<file path="src/rtl/fhr_pkg.sv">
package fhr_pkg;
  localparam int unsigned BW = 8;
  localparam int unsigned AW = 3;
  localparam int unsigned SW = 3;
  localparam int unsigned NSEL = 6;

  typedef logic [BW-1:0] byte_t;

  typedef enum logic [SW-1:0] {
    SEL_NONE = 3'd0,
    SEL_CMD  = 3'd1,
    SEL_MASK = 3'd2,
    SEL_BDET = 3'd3,
    SEL_OMB  = 3'd4,
    SEL_THR  = 3'd5,
    SEL_IMB  = 3'd6
  } sel_e;

  localparam logic [AW-1:0] OFS_DATA = 3'd0;
  localparam logic [AW-1:0] OFS_CTL  = 3'd2;
  localparam logic [AW-1:0] OFS_RST  = 3'd7;

  localparam byte_t CMD_CLR     = 8'h80;
  localparam byte_t CMD_SHIFT   = 8'h40;
  localparam byte_t CMD_UNSHIFT = 8'h00;

  function automatic sel_e decode_sel(byte_t v);
    if (v >= byte_t'(1) && v <= byte_t'(NSEL)) return sel_e'(v[SW-1:0]);
    return SEL_NONE;
  endfunction
endpackage

</file>
<file path="src/rtl/fhr_ptr_ctl.sv">
module fhr_ptr_ctl
  import fhr_pkg::*;
(
  input  logic  clk,
  input  logic  rst_n,
  input  logic  srst,
  input  logic  acc_rd,
  input  logic  acc_wr,
  input  byte_t wdata,
  output sel_e  sel
);
  sel_e sel_q;

  always_ff @(posedge clk or negedge rst_n) begin
    if (!rst_n) begin
      sel_q <= SEL_NONE;
    end else if (srst) begin
      sel_q <= SEL_NONE;
    end else if (acc_rd || acc_wr) begin
      if (sel_q != SEL_NONE) sel_q <= SEL_NONE;
      else if (acc_wr)       sel_q <= decode_sel(wdata);
    end
  end

  assign sel = sel_q;

  AST_PTR_ONESHOT: assert property (@(posedge clk) disable iff (!rst_n)
    ((acc_rd || acc_wr) && sel_q != SEL_NONE) |=> (sel_q == SEL_NONE));
  AST_PTR_BADVAL: assert property (@(posedge clk) disable iff (!rst_n)
    (acc_wr && sel_q == SEL_NONE && (wdata == '0 || wdata > byte_t'(NSEL))) |=> (sel_q == SEL_NONE));
  AST_PTR_HOLD: assert property (@(posedge clk) disable iff (!rst_n)
    (!acc_rd && !acc_wr && !srst) |=> $stable(sel_q));
endmodule

</file>
<file path="src/rtl/fhr_mbox.sv">
module fhr_mbox
  import fhr_pkg::*;
(
  input  logic  clk,
  input  logic  rst_n,
  input  logic  srst,
  input  logic  clr,
  input  logic  h_ob_wr,
  input  byte_t h_ob_wdata,
  input  logic  bd_ob_take,
  input  logic  h_ib_rd,
  input  logic  bd_ib_put,
  input  byte_t bd_ib_data,
  output byte_t ob_data,
  output logic  ob_full,
  output byte_t ib_data,
  output logic  ib_full
);
  byte_t ob_q, ib_q;
  logic  obf_q, ibf_q;

  always_ff @(posedge clk or negedge rst_n) begin
    if (!rst_n) begin
      ob_q  <= '0;
      obf_q <= 1'b0;
    end else if (srst || clr) begin
      ob_q  <= '0;
      obf_q <= 1'b0;
    end else if (h_ob_wr) begin
      ob_q  <= h_ob_wdata;
      obf_q <= 1'b1;
    end else if (bd_ob_take) begin
      ob_q  <= '0;
      obf_q <= 1'b0;
    end
  end

  always_ff @(posedge clk or negedge rst_n) begin
    if (!rst_n) begin
      ib_q  <= '0;
      ibf_q <= 1'b0;
    end else if (srst || clr) begin
      ib_q  <= '0;
      ibf_q <= 1'b0;
    end else if (bd_ib_put) begin
      ib_q  <= bd_ib_data;
      ibf_q <= 1'b1;
    end else if (h_ib_rd) begin
      ibf_q <= 1'b0;
    end
  end

  assign ob_data = ob_q;
  assign ob_full = obf_q;
  assign ib_data = ib_q;
  assign ib_full = ibf_q;

  AST_OBMB_TAKE: assert property (@(posedge clk) disable iff (!rst_n)
    (bd_ob_take && !h_ob_wr) |=> (ob_q == '0 && !obf_q));
  AST_OBMB_WRITE: assert property (@(posedge clk) disable iff (!rst_n)
    (h_ob_wr && !srst && !clr) |=> obf_q);
  AST_IBMB_PUT: assert property (@(posedge clk) disable iff (!rst_n)
    (bd_ib_put && !srst && !clr) |=> ibf_q);
  AST_IBMB_READ: assert property (@(posedge clk) disable iff (!rst_n)
    (h_ib_rd && !bd_ib_put) |=> !ibf_q);
endmodule

</file>
<file path="src/rtl/fhr_status.sv">
module fhr_status
  import fhr_pkg::*;
(
  input  logic          clk,
  input  logic          rst_n,
  input  logic          srst,
  input  logic          set_flag,
  input  logic          stat_rd,
  input  logic [BW-2:0] cond,
  input  byte_t         peer_stat,
  input  logic          shift,
  input  logic [BW-2:0] mask,
  input  logic          irq_en_set,
  output byte_t         stat_byte,
  output logic          host_irq
);
  logic rflag_q;
  logic en_q;

  always_ff @(posedge clk or negedge rst_n) begin
    if (!rst_n) begin
      rflag_q <= 1'b1;
      en_q    <= 1'b0;
    end else if (srst) begin
      rflag_q <= 1'b1;
      en_q    <= 1'b0;
    end else begin
      if (set_flag)     rflag_q <= 1'b1;
      else if (stat_rd) rflag_q <= 1'b0;
      if (irq_en_set)   en_q    <= 1'b1;
    end
  end

  assign stat_byte = shift ? peer_stat : {rflag_q, cond};
  assign host_irq  = en_q && (rflag_q || ((cond & mask) != '0));

  AST_FLAG_CLR: assert property (@(posedge clk) disable iff (!rst_n)
    (stat_rd && !set_flag && !srst) |=> !rflag_q);
  AST_FLAG_UNMASKED: assert property (@(posedge clk) disable iff (!rst_n)
    (rflag_q && en_q) |-> host_irq);
  AST_SRST_QUIET: assert property (@(posedge clk) disable iff (!rst_n)
    srst |=> !host_irq);
  AST_EN_STICKY: assert property (@(posedge clk) disable iff (!rst_n)
    (en_q && !srst) |=> en_q);
endmodule

</file>
<file path="src/rtl/fifo_host_regif.sv">
module fifo_host_regif
  import fhr_pkg::*;
(
  input  logic         clk,
  input  logic         rst_n,
  input  logic [2:0]   bus_addr,
  input  logic         bus_rd,
  input  logic         bus_wr,
  input  logic [7:0]   bus_wdata,
  output logic [7:0]   bus_rdata,
  output logic         ob_push,
  output logic [7:0]   ob_pdata,
  output logic         ib_pop,
  input  logic [7:0]   ib_fdata,
  input  logic         ob_full_in,
  input  logic         ib_empty_in,
  input  logic         ob_afull_in,
  input  logic         ib_aempty_in,
  input  logic         bdet_hit_in,
  input  logic         perr_in,
  input  logic [7:0]   peer_stat,
  input  logic         bd_ob_take,
  input  logic         bd_ib_put,
  input  logic [7:0]   bd_ib_data,
  input  logic         bd_irq_en,
  output logic [7:0]   ob_mbox_data,
  output logic         ob_mbox_full,
  output logic [7:0]   bdet_val,
  output logic [7:0]   thr_val,
  output logic         fifo_clr,
  output logic         board_rst,
  output logic         host_irq
);
  logic rd, wr, acc_rd, acc_wr, srst;
  logic sel_wr, sel_rd, stat_rd, cmd_clr;
  sel_e sel;
  byte_t mask_q, bdet_q, thr_q, stat_byte, ob_data, ib_data;
  logic shift_q, ob_full, ib_full, clr_q, brst_q;
  logic [BW-2:0] cond;

  assign rd      = bus_rd && !bus_wr;
  assign wr      = bus_wr;
  assign acc_rd  = rd && bus_addr == OFS_CTL;
  assign acc_wr  = wr && bus_addr == OFS_CTL;
  assign srst    = wr && bus_addr == OFS_RST;
  assign sel_wr  = acc_wr && sel != SEL_NONE;
  assign sel_rd  = acc_rd && sel != SEL_NONE;
  assign stat_rd = acc_rd && sel == SEL_NONE;
  assign cmd_clr = sel_wr && sel == SEL_CMD && bus_wdata == CMD_CLR;

  assign ob_push  = wr && bus_addr == OFS_DATA;
  assign ob_pdata = bus_wdata;
  assign ib_pop   = rd && bus_addr == OFS_DATA;

  fhr_ptr_ctl u_ptr (
    .clk(clk), .rst_n(rst_n), .srst(srst),
    .acc_rd(acc_rd), .acc_wr(acc_wr), .wdata(bus_wdata), .sel(sel)
  );

  always_ff @(posedge clk or negedge rst_n) begin
    if (!rst_n) begin
      mask_q  <= '0;
      bdet_q  <= '0;
      thr_q   <= '0;
      shift_q <= 1'b0;
    end else if (srst) begin
      mask_q  <= '0;
      bdet_q  <= '0;
      thr_q   <= '0;
      shift_q <= 1'b0;
    end else if (sel_wr) begin
      unique case (sel)
        SEL_MASK: mask_q <= bus_wdata;
        SEL_BDET: bdet_q <= bus_wdata;
        SEL_THR:  thr_q  <= bus_wdata;
        SEL_CMD: begin
          if (bus_wdata == CMD_SHIFT)        shift_q <= 1'b1;
          else if (bus_wdata == CMD_UNSHIFT) shift_q <= 1'b0;
        end
        default: ;
      endcase
    end
  end

  always_ff @(posedge clk or negedge rst_n) begin
    if (!rst_n) begin
      clr_q  <= 1'b0;
      brst_q <= 1'b0;
    end else begin
      clr_q  <= cmd_clr;
      brst_q <= srst;
    end
  end

  fhr_mbox u_mbox (
    .clk(clk), .rst_n(rst_n), .srst(srst), .clr(cmd_clr),
    .h_ob_wr(sel_wr && sel == SEL_OMB), .h_ob_wdata(bus_wdata),
    .bd_ob_take(bd_ob_take),
    .h_ib_rd(sel_rd && sel == SEL_IMB),
    .bd_ib_put(bd_ib_put), .bd_ib_data(bd_ib_data),
    .ob_data(ob_data), .ob_full(ob_full), .ib_data(ib_data), .ib_full(ib_full)
  );

  assign cond = {ob_full_in, ib_empty_in, ob_afull_in, ib_aempty_in, ib_full, bdet_hit_in, perr_in};

  fhr_status u_stat (
    .clk(clk), .rst_n(rst_n), .srst(srst), .set_flag(cmd_clr), .stat_rd(stat_rd),
    .cond(cond), .peer_stat(peer_stat), .shift(shift_q), .mask(mask_q[BW-2:0]),
    .irq_en_set(bd_irq_en), .stat_byte(stat_byte), .host_irq(host_irq)
  );

  always_comb begin
    bus_rdata = '0;
    if (rd) begin
      if (bus_addr == OFS_DATA) begin
        bus_rdata = ib_fdata;
      end else if (bus_addr == OFS_CTL) begin
        if (sel == SEL_NONE) bus_rdata = stat_byte;
        else begin
          unique case (sel)
            SEL_CMD:  bus_rdata = shift_q ? CMD_SHIFT : CMD_UNSHIFT;
            SEL_MASK: bus_rdata = mask_q;
            SEL_BDET: bus_rdata = bdet_q;
            SEL_OMB:  bus_rdata = ob_data;
            SEL_THR:  bus_rdata = thr_q;
            SEL_IMB:  bus_rdata = ib_data;
            default:  bus_rdata = '0;
          endcase
        end
      end
    end
  end

  assign ob_mbox_data = ob_data;
  assign ob_mbox_full = ob_full;
  assign bdet_val     = bdet_q;
  assign thr_val      = thr_q;
  assign fifo_clr     = clr_q;
  assign board_rst    = brst_q;

  AST_CLR_PULSE: assert property (@(posedge clk) disable iff (!rst_n)
    fifo_clr |=> !fifo_clr);
  AST_BRST_PULSE: assert property (@(posedge clk) disable iff (!rst_n)
    srst |=> board_rst);
  AST_NOP_READ: assert property (@(posedge clk) disable iff (!rst_n)
    (rd && bus_addr == OFS_RST) |=> ($stable(mask_q) && $stable(thr_q) && $stable(bdet_q)));
endmodule

</file>
<file path="config.mk">
export PLATFORM = sky130hd
export DESIGN_NAME = fifo_host_regif
export DESIGN_NICKNAME = d
export VERILOG_FILES = /design/src/rtl/fhr_pkg.sv /design/src/rtl/fhr_ptr_ctl.sv /design/src/rtl/fhr_mbox.sv /design/src/rtl/fhr_status.sv /design/src/rtl/fifo_host_regif.sv
export SDC_FILE = /design/constraint.sdc
export NUM_CORES = 1
export LEC_CHECK = 0
export BUFFER_PORTS_ARGS = -buffer_cell sky130_fd_sc_hd__buf_2
export CAP_MARGIN = 0
export CORE_AREA = 2 2 84 86
export DETAILED_ROUTE_END_ITERATION = 8
export DIE_AREA = 0 0 86 88
export MAX_ROUTING_LAYER = met4
export PLACE_DENSITY = 0.71
export SLEW_MARGIN = 40
export SYNTH_ARGS = -nofsm -noshare
export SYNTH_HDL_FRONTEND = slang
export SYNTH_SLANG_ARGS = --single-unit
</file>
<file path="constraint.sdc">
create_clock -name clk -period 2.6 [get_ports clk]
set_input_delay 0.52 -clock clk [delete_from_list [all_inputs] [get_ports clk]]
set_output_delay 0.52 -clock clk [all_outputs]
set_load 0.02 [all_outputs]
</file>
==> flow_results.org, run 1 <==
** Pwr
- Static Leak :: 1.65 nW
- In this run switching power makes up 32.1% of total power.
- Cell internal power was estimated by the tool at 1.21 mW.
- Power per cell area :: 526 nW/um^2
- The clock network is responsible for 25.4% of the overall power.
- In this run, flip-flops and latches consume 53.5% of the power.
- Total power for the finished layout comes to 1.77 mW.
- Combinational logic is responsible for 21.1% of the overall power.
- IR analysis of the VDD net gives a maximum drop of 0.256 mV.
- Sw Pwr :: 0.569 mW

** Floorplanning
- In this run the horizontal extent of the chip is 86 um.
- # rows :: 30
- Io pins :: 94
- The floorplan step defined a die boundary enclosing 7570 um^2.
- The core region is 6640 um^2.
- Initial standard-cell utilization of the core :: 40.8%
- Die height :: 88 um

** STA
- Hold timing on the final database bottoms out at a slack of 0.128 ns.
- Total setup violations reported at the end of the flow :: 0
- Worst clock skew :: 0.00674 ns
- Sum of negative setup slack :: 0 ns
- Highest attainable clock frequency :: 392 MHz
- The smallest clock period supported by the final layout is computed as 2.55 ns.
- Measured against its own limit, the worst slew margin works out to 52.2%.
- Of the available clock period, the critical path in the final layout requires 98.1%.
- For the pin with the worst max-slew slack, the measured transition is 0.714 ns.
- In the post-route analysis, the smallest setup slack over all paths is 0.0494 ns.
- Number of hold-slack violations in the final timing report :: 0
- Final number of max-transition violations :: 0

** Setup path
- Type of destination of the critical path :: output pin
- STA classifies the critical path startpoint as a flop.
- Category of the most critical setup path :: flop to output pin
- For the worst flop-to-flop path, the logic depth is 4.
- Worst-path fanout max :: 7
- Max incr delay on CP :: 0.47 ns
- Among all stages on the critical path, the largest delay is contributed by sky130_fd_sc_hd__dfrtp_2.
- Worst setup slack for register-to-register paths :: 0.86 ns
- WP data required :: 2.08 ns
- End of the worst register-to-register path :: thr_val[2]
- Arrival time reported for the critical path endpoint :: 2.03 ns
- In this run the critical register-to-register path is launched from u_ptr.sel[2].
- Crit-path cells :: buf_12 > mux2_2 > a222oi_1 > o221ai_1 > buf_2

** Yosys
- Mapped cell area :: 2710 um^2
- Count of unique library cells instantiated by Yosys :: 47
- Cells taking the most area after synthesis :: sky130_fd_sc_hd__dfrtp_1 (45%), sky130_fd_sc_hd__nand2_1 (7.2%), sky130_fd_sc_hd__mux2i_1 (6.3%)
- Commonest register cell after synthesis :: sky130_fd_sc_hd__dfrtp_1
- Number of flops mapped to enable cells by yosys :: 0
- Mean post-synth cell area :: 9.54 um^2
- Yosys top cell area share :: 45.3%
- Mapped Cells :: 284
- The share of the Yosys chip area taken by registers is 46.2%.
- Counting every net in the synthesized netlist gives 332.
- After synthesis the netlist holds a flip-flop and latch count of 50.
- sky130_fd_sc_hd__dfrtp_1 takes more of the synthesized area than any other cell.
- Warnings, synthesis :: 0
- For this run, asynchronously set or reset flops after synthesis account for 100%.

** Drt
- Met2 wire length :: 4050 um
- Dividing the detail-routed via count by the number of cells gives 5.71.
- The count of nets left with antenna violations once routing finished came out at 0.
- First-pass DRT Iterations :: 7
- Metal-1 WL :: 3510 um
- Top Metal Used :: met4
- Post-route DRC :: 0
- Average wire length per cell after detail routing :: 18.4 um
- Routed wire length :: 8390 um
- Wire segments on met3 add up to 649 um in the final route.
- The final route contains 2608 vias.
- The first routing iteration left 169 violations.

** Clocking
- Clock network latency to the later pin of the worst-skew pair :: 0.30 ns
- For this design, the sink count on the clock tree is 50.
- The H-tree was split into 2 levels.
- The clock passes through at most 2 buffers.
- Clock buffer count from CTS :: 5
- TritonCTS built the clock tree.
- The number of hold buffers added after CTS was 0.
- Clock transition at the registers of the reported paths :: 0.09 ns
- Master cell of the clock root buffer :: sky130_fd_sc_hd__clkbuf_8

** Finish
- The count of cells in the finished layout, fillers not included, comes to 457.
- Nets@finish :: 424
- The top cell types in the final layout, fill and taps aside, are sky130_fd_sc_hd__buf_2 (92), sky130_fd_sc_hd__nand2_1 (52), sky130_fd_sc_hd__dfrtp_1 (46), sky130_fd_sc_hd__o21ai_0 (28), sky130_fd_sc_hd__buf_4 (18).
- Area grow syn2layout :: 24.5%
- Cells with a size suffix above 1 make up 36.3% of the layout.
- Leaving out fill and tap cells, the most frequent cell in the layout is sky130_fd_sc_hd__buf_2.
- The repair_antennas step left the layout with diodes totalling 0.
- At the end of the flow the core is filled with cells to 50.8%.
- Post-route cell area :: 3370 um^2

** Place
- Routability-driven placement finished with a final weighted congestion of 0.982.
- After detailed placement, the total cell area comes to 3240 um^2.
- At the placement stage, the worst setup path has a slack of 0.144 ns.
- The wire-length estimate of the detail-placed layout is 6500 um.
- Port buffering added 93 buffers.
- Inst Count DP :: 445

** GRT
- Total grt overflow :: 0
- The first global-routing pass estimated 12800 um of wire.
- Pin count of the biggest net entering global routing :: 22
- Overall routing resource usage :: 22.5%
- The number of antenna violations at the first check in global routing came to 0.
- The number of global-route vias before repair was 2415.

** Min path
- In this run the worst hold path is classified as input port to asynchronous set/reset pin.

** Run status
- Outcome :: finished, final reports clean

** Run
- The tool flagged a number of max-cap violations equal to 0.
[metal layers]
| layer | up-vias | global-route usage [%] |
|---|---|---|
| met4 | 0 | 7.36 |
| met3 | 16 | 3.58 |
| met1 | 1243 | 30.1 |
| li1 | 1218 | - |
| met5 | - | - |
| met2 | 131 | 35.2 |
[flip-flops by register name, summed over array words and instances (netlist names)]
name            count
bdet_val            8
board_rst           1
fifo_clr            1
mask_q              8
shift_q             1
thr_val             8
u_mbox.ib_data      8
u_mbox.ib_full      1
u_mbox.ob_data      8
u_mbox.ob_full      1
u_ptr.sel           3
u_stat.en_q         1
u_stat.rflag_q      1
[worst max-delay path by stage]
stage | from | end | slack (ns)
after global placement | bus_wr | bus_rdata[5] | 0.21
after floorplan | bus_wr | bus_rdata[6] | 0.17
after CTS | u_ptr.sel[2] | bus_rdata[5] | 0.02
after detailed placement | bus_wr | bus_rdata[5] | 0.14
final | u_ptr.sel[0] | bus_rdata[3] | 0.05
after global routing | u_ptr.sel[2] | bus_rdata[1] | -0.03
[worst max-delay path, delay by kind of cell, from the launching register on]
kind | cells | cell delay (ns)
multiplexers | 1 | 0.34
flip-flops | 1 | 0.47
buffers and inverters | 2 | 0.33
AO/OA/AOI/OAI | 2 | 0.59
[layout make-up]
type | instances | area, um^2
Timing Repair Buffer | 111 | 616
Sequential cell | 50 | 1260
Multi-Input combinational cell | 196 | 1280
Clock buffer | 8 | 80.1
Tap cell | 80 | 100
Fill cell | 639 | 3270
Inverter | 12 | 45.0
[power by group through the flow]
stage | registers (mW) | clock network [mW] | logic (mW)
after detailed placement | 0.963 | 0 | 0.374
after CTS | 0.949 | 0.457 | 0.374
after global routing | 0.960 | 0.486 | 0.411
after global placement | 0.963 | 0 | 0.363
final | 0.950 | 0.451 | 0.374
after floorplan | 0.997 | 0 | 0.158
[cells by family after synthesis]
| kind of cell | synth area share (%) |
|---|---|
| flip-flops | 46.2 |
| multiplexers | 9.61 |
| AO/OA/AOI/OAI | 19.5 |
| buffers and inverters | 7.44 |
| AND/OR/NAND/NOR | 17.2 |
[cells in the mapped netlist, types with 3 or more instances]
cell and instances:
sky130_fd_sc_hd__o21ai_0 28, sky130_fd_sc_hd__nand4_1 3, sky130_fd_sc_hd__o41ai_1 8, sky130_fd_sc_hd__a221oi_1 3
sky130_fd_sc_hd__o221ai_1 6, sky130_fd_sc_hd__nand2_1 52, sky130_fd_sc_hd__buf_2 10, sky130_fd_sc_hd__dfrtp_1 49
sky130_fd_sc_hd__a21oi_1 3, sky130_fd_sc_hd__buf_4 8, sky130_fd_sc_hd__a222oi_1 6, sky130_fd_sc_hd__a22o_1 7
sky130_fd_sc_hd__clkbuf_1 3, sky130_fd_sc_hd__a31oi_1 4, sky130_fd_sc_hd__nor2b_1 6, sky130_fd_sc_hd__mux2_2 8
sky130_fd_sc_hd__nand4b_1 3, sky130_fd_sc_hd__inv_1 12, sky130_fd_sc_hd__nor2_1 15, sky130_fd_sc_hd__mux2i_1 17
[repair_timing]
item | in CTS | in global routing
pin swaps | 0 | 1
buffers inserted | 0 | 4
setup endpoints to repair | 7 | 7
resized for setup | 3 | 3
Note: power is estimated with default switching activity, not from simulation.
==> inputs of run 2 (changes only) <==
--- a/config.mk
+++ b/config.mk
@@ -11,7 +11,7 @@
 export DETAILED_ROUTE_END_ITERATION = 8
 export DIE_AREA = 0 0 86 88
 export MAX_ROUTING_LAYER = met4
-export PLACE_DENSITY = 0.71
+export PLACE_DENSITY = 0.74
 export SLEW_MARGIN = 40
 export SYNTH_ARGS = -nofsm -noshare
 export SYNTH_HDL_FRONTEND = slang
==> constraint.sdc (replaced) <==
create_clock -name clk -period 2.1 [get_ports clk]
set_input_delay 0.42 -clock clk [delete_from_list [all_inputs] [get_ports clk]]
set_output_delay 0.42 -clock clk [all_outputs]
set_load 0.02 [all_outputs]
==> run 2 against run 1 <==
  * The flow now finishes with violations (setup timing)
  * Clock power increased by 29%
  * Combinational power increased by 27%
  * Flip-flop and latch count unchanged
  * Critical path type unchanged
  * Largest cell class unchanged
==> flow_results.org, run 2 (synthesis results as in run 1) <==
** Clocking
- The number of H-tree levels is 2 (unchanged).
- TritonCTS clock tree :: done
- The count of hold buffers inserted by post-cts repair is 0 (unchanged).
- The worst-case clock buffer depth is 2 (unchanged).
- Clock transition at the registers of the reported paths :: 0.10 ns (about the same)
- Master cell of the clock root buffer :: sky130_fd_sc_hd__clkbuf_8
- The number of clock sinks is 50 (unchanged).
- Clock network latency to the later pin of the worst-skew pair :: 0.31 ns (about the same)
- The number of buffers created by CTS was 5 (unchanged).

** GRT
- The pin count of the biggest net entering global routing is 22 (unchanged).
- First-pass GRT wire length :: 12700 um (-0.86%)
- Total grt overflow :: 0 (unchanged)
- The number of antenna violations at the first check in global routing was 0 (unchanged).
- The global-route usage over all layers was 22.4% (-0.17 points).
- The number of global-route vias before repair was 2477 (+2.6%).

** STA
- Total setup violations reported at the end of the flow :: 8 (+8)
- The clock tree skew after final layout came to 0.00985 ns (+0.00311 ns).
- Max_slew headroom :: 53.5% (+1.3 points)
- Setup repair after global routing could not meet its margin everywhere.
- Highest attainable clock frequency :: 421 MHz
- Worst-case setup margin in the final layout :: -0.274 ns (-0.323 ns)
- The measured slew at the worst slew-check pin came to 0.695 ns (-0.0192 ns).
- Number of hold-slack violations in the final timing report :: 0 (unchanged)
- The total negative slack for setup checks was -1.91 ns (-1.91 ns).
- The final critical path takes up 113% of the cycle.
- The max-slew violation count is 0 (unchanged).
- Final worst path period need :: 2.37 ns

** Run status
- Failing checks :: setup timing
- Outcome :: finished, violations left

** Floorplanning
- The number of core rows was 30 (unchanged).
- The top-level port count was 94 (unchanged).
- Width of the chip :: 86 um (unchanged)
- The starting density of the core came to 40.8% (unchanged).
- The die height came to 88 um (unchanged).
- The total die area came to 7570 um^2 (unchanged).
- The floorplan core area was 6640 um^2 (unchanged).

** Finish
- The post-layout net count was 435 (+2.6%).
- Count of non-filler cells in the finished layout :: 468 (+2.4%)
- The multi-input logic area came to 1340 um^2 (+5.1%).
- Most frequent cells in the layout :: sky130_fd_sc_hd__buf_2 (86), sky130_fd_sc_hd__nand2_1 (52), sky130_fd_sc_hd__dfrtp_1 (46), sky130_fd_sc_hd__o21ai_0 (27), sky130_fd_sc_hd__buf_4 (25)
- Commonest non-fill, non-tap cell in the layout :: sky130_fd_sc_hd__buf_2
- The fraction of layout instances using a drive strength above 1 is 41.8% (+5.4 points).
- The register area came to 1260 um^2 (unchanged).
- Diode insertion count for antenna repair :: 0 (unchanged)
- The count of fill cells added during filler insertion is 582 (-8.9%).
- The share of the core filled with cells came to 54.3% (+3.5 points).
- From synthesis to final layout, the design area changed by 33.2%.

** Setup path
- The arrival time reported for the critical path endpoint came to 1.95 ns (-0.08 ns).
- CP Launch Type :: flop
- The sum of buffers and inverters on the critical path is 2 (unchanged).
- The delay of the slowest cell on the worst path came to 0.44 ns (-0.03 ns).
- Critical path startpoint :: u_ptr.sel[0]
- Kind of cell adding the most delay to the critical path :: compound AO/OA/AOI/OAI gates
- WP data required :: 1.68 ns (-0.40 ns)
- The critical path is of the flop to output pin type.
- Startpoint of the worst-slack reg-to-reg timing path :: u_ptr.sel[0]
- On the critical path, the stage with the largest delay is an instance of sky130_fd_sc_hd__a222oi_1.
- Traced cell by cell, the critical path runs through buf_6 > mux2_2 > a222oi_1 > o221ai_1 > buf_2.
- Worst-path fanout max :: 5 (-2)
- Type of destination of the critical path :: output pin

** Pwr
- The total power consumption of the routed design came to 2.23 mW (+26%).
- The cell internal power dissipation was 1.51 mW (+25%).
- The part of the total power dissipated in combinational logic was 21.2% (about the same).
- The net switching fraction of the power was 32.4% (+0.32 points).
- The maximum ir drop on the vdd rail was 0.420 mV (+64%).
- Static Leak :: 1.74 nW (+5.6%)
- The power density over cell area is 618 nW/um^2 (+17%).
- Sequential share of power :: 52.7% (-0.8 points)
- The clock network fraction of design power was 26.1% (+0.7 points).
- Sw Pwr :: 0.722 mW (+27%)

** Place
- The total of buffers placed on input and output ports was 93 (unchanged).
- The half-perimeter wire length of the detailed placement result was 6240 um (-4.0%).
- The cell total after placement came to 453 (+1.8%).
- The final RePlAce weighted congestion came to 0.933 (-5.0%).

** Drt
- The count of nets left with antenna violations after detail routing is 0 (unchanged).
- First-pass DRT Iterations :: 5 (-2)
- The average wire per standard cell was 17.2 um (-6.2%).
- Number of vias in the routed layout :: 2633 (+0.96%)
- The average via count per standard cell is 5.63 (-1.4%).
- Routed wire length :: 8050 um (-4.0%)
- Drt first-iter violations :: 215 (+27%)
- The count of unresolved DRC violations after routing is 0 (unchanged).

** Run
- Number of maximum-capacitance violations :: 0 (unchanged)

** Min path
- Hold Crit Class :: input port to asynchronous set/reset pin
==> run 2: area by class of cell <==
cell class              count  area share, %
multi-input cells         196           37.2
clock inverters             3          0.693
inverters                  12           1.25
clock buffers               5           1.91
repair buffers            122           21.4
well taps                  80           2.77
flip-flops and latches     50           34.8
==> run 2: power by group through the flow <==
stage	logic, mW	clock network, mW	registers (mW)
floorplan	0.197	0	1.23
global placement	0.453	0	1.19
detailed placement	0.468	0	1.19
CTS	0.474	0.590	1.17
global route	0.522	0.638	1.19
finish	0.474	0.581	1.17
==> run 2: worst register-to-register path, stage by stage (launching register included) <==
cell and delay (ns):
sky130_fd_sc_hd__dfrtp_2 0.42, sky130_fd_sc_hd__buf_6 0.14, sky130_fd_sc_hd__buf_8 0.12, sky130_fd_sc_hd__buf_6 0.13, sky130_fd_sc_hd__buf_4 0.14, sky130_fd_sc_hd__and3_1 0.17, sky130_fd_sc_hd__a31o_2 0.26, sky130_fd_sc_hd__buf_12 0.16
sky130_fd_sc_hd__o41ai_1 0.26
==> run 2: path summary, 6_finish.rpt <==
path	to	slack (ns)	cells past startpoint
worst max-delay path	bus_rdata[4]	-0.27	5
worst min-delay path	thr_val[7]	0.04	1
worst max register to register	u_mbox.ob_data[0]	0.21	8
worst min register to register	mask_q[7]	0.50	2
max in group asynchronous	u_stat.rflag_q	1.41	2
min in group clk	u_stat.en_q	0.35	3
==> run 2: stage by stage <==
step                      instance area, um^2  hold WS, ns  worst slack (ns)
after floorplan                          2720        0.124            0.0690
after global placement                   3320        0.398           -0.0462
after detailed placement                 3340        0.400           -0.0661
after CTS                                3550       0.0560            -0.261
after global routing                     3610       0.0703            -0.378
final                                    3610       0.0449            -0.274
==> run 2: metal layers <==
layer / global-route usage (%) / share of wire (%) / vias up
li1: - / - / 1250
met1: 30.1 / 44 / 1236
met2: 34.7 / 45 / 135
met3: 5.09 / 9.0 / 12
met4: 4.76 / 1.5 / 0
met5: - / 0 / -
==> run 2: timing repair <==
item                                    4_1_cts  5_1_grt
pin swaps                                    10       15
gates resized for setup                      22       13
setup buffers                                 7        1
cloned                                        0        0
endpoints found under the setup margin        8        8
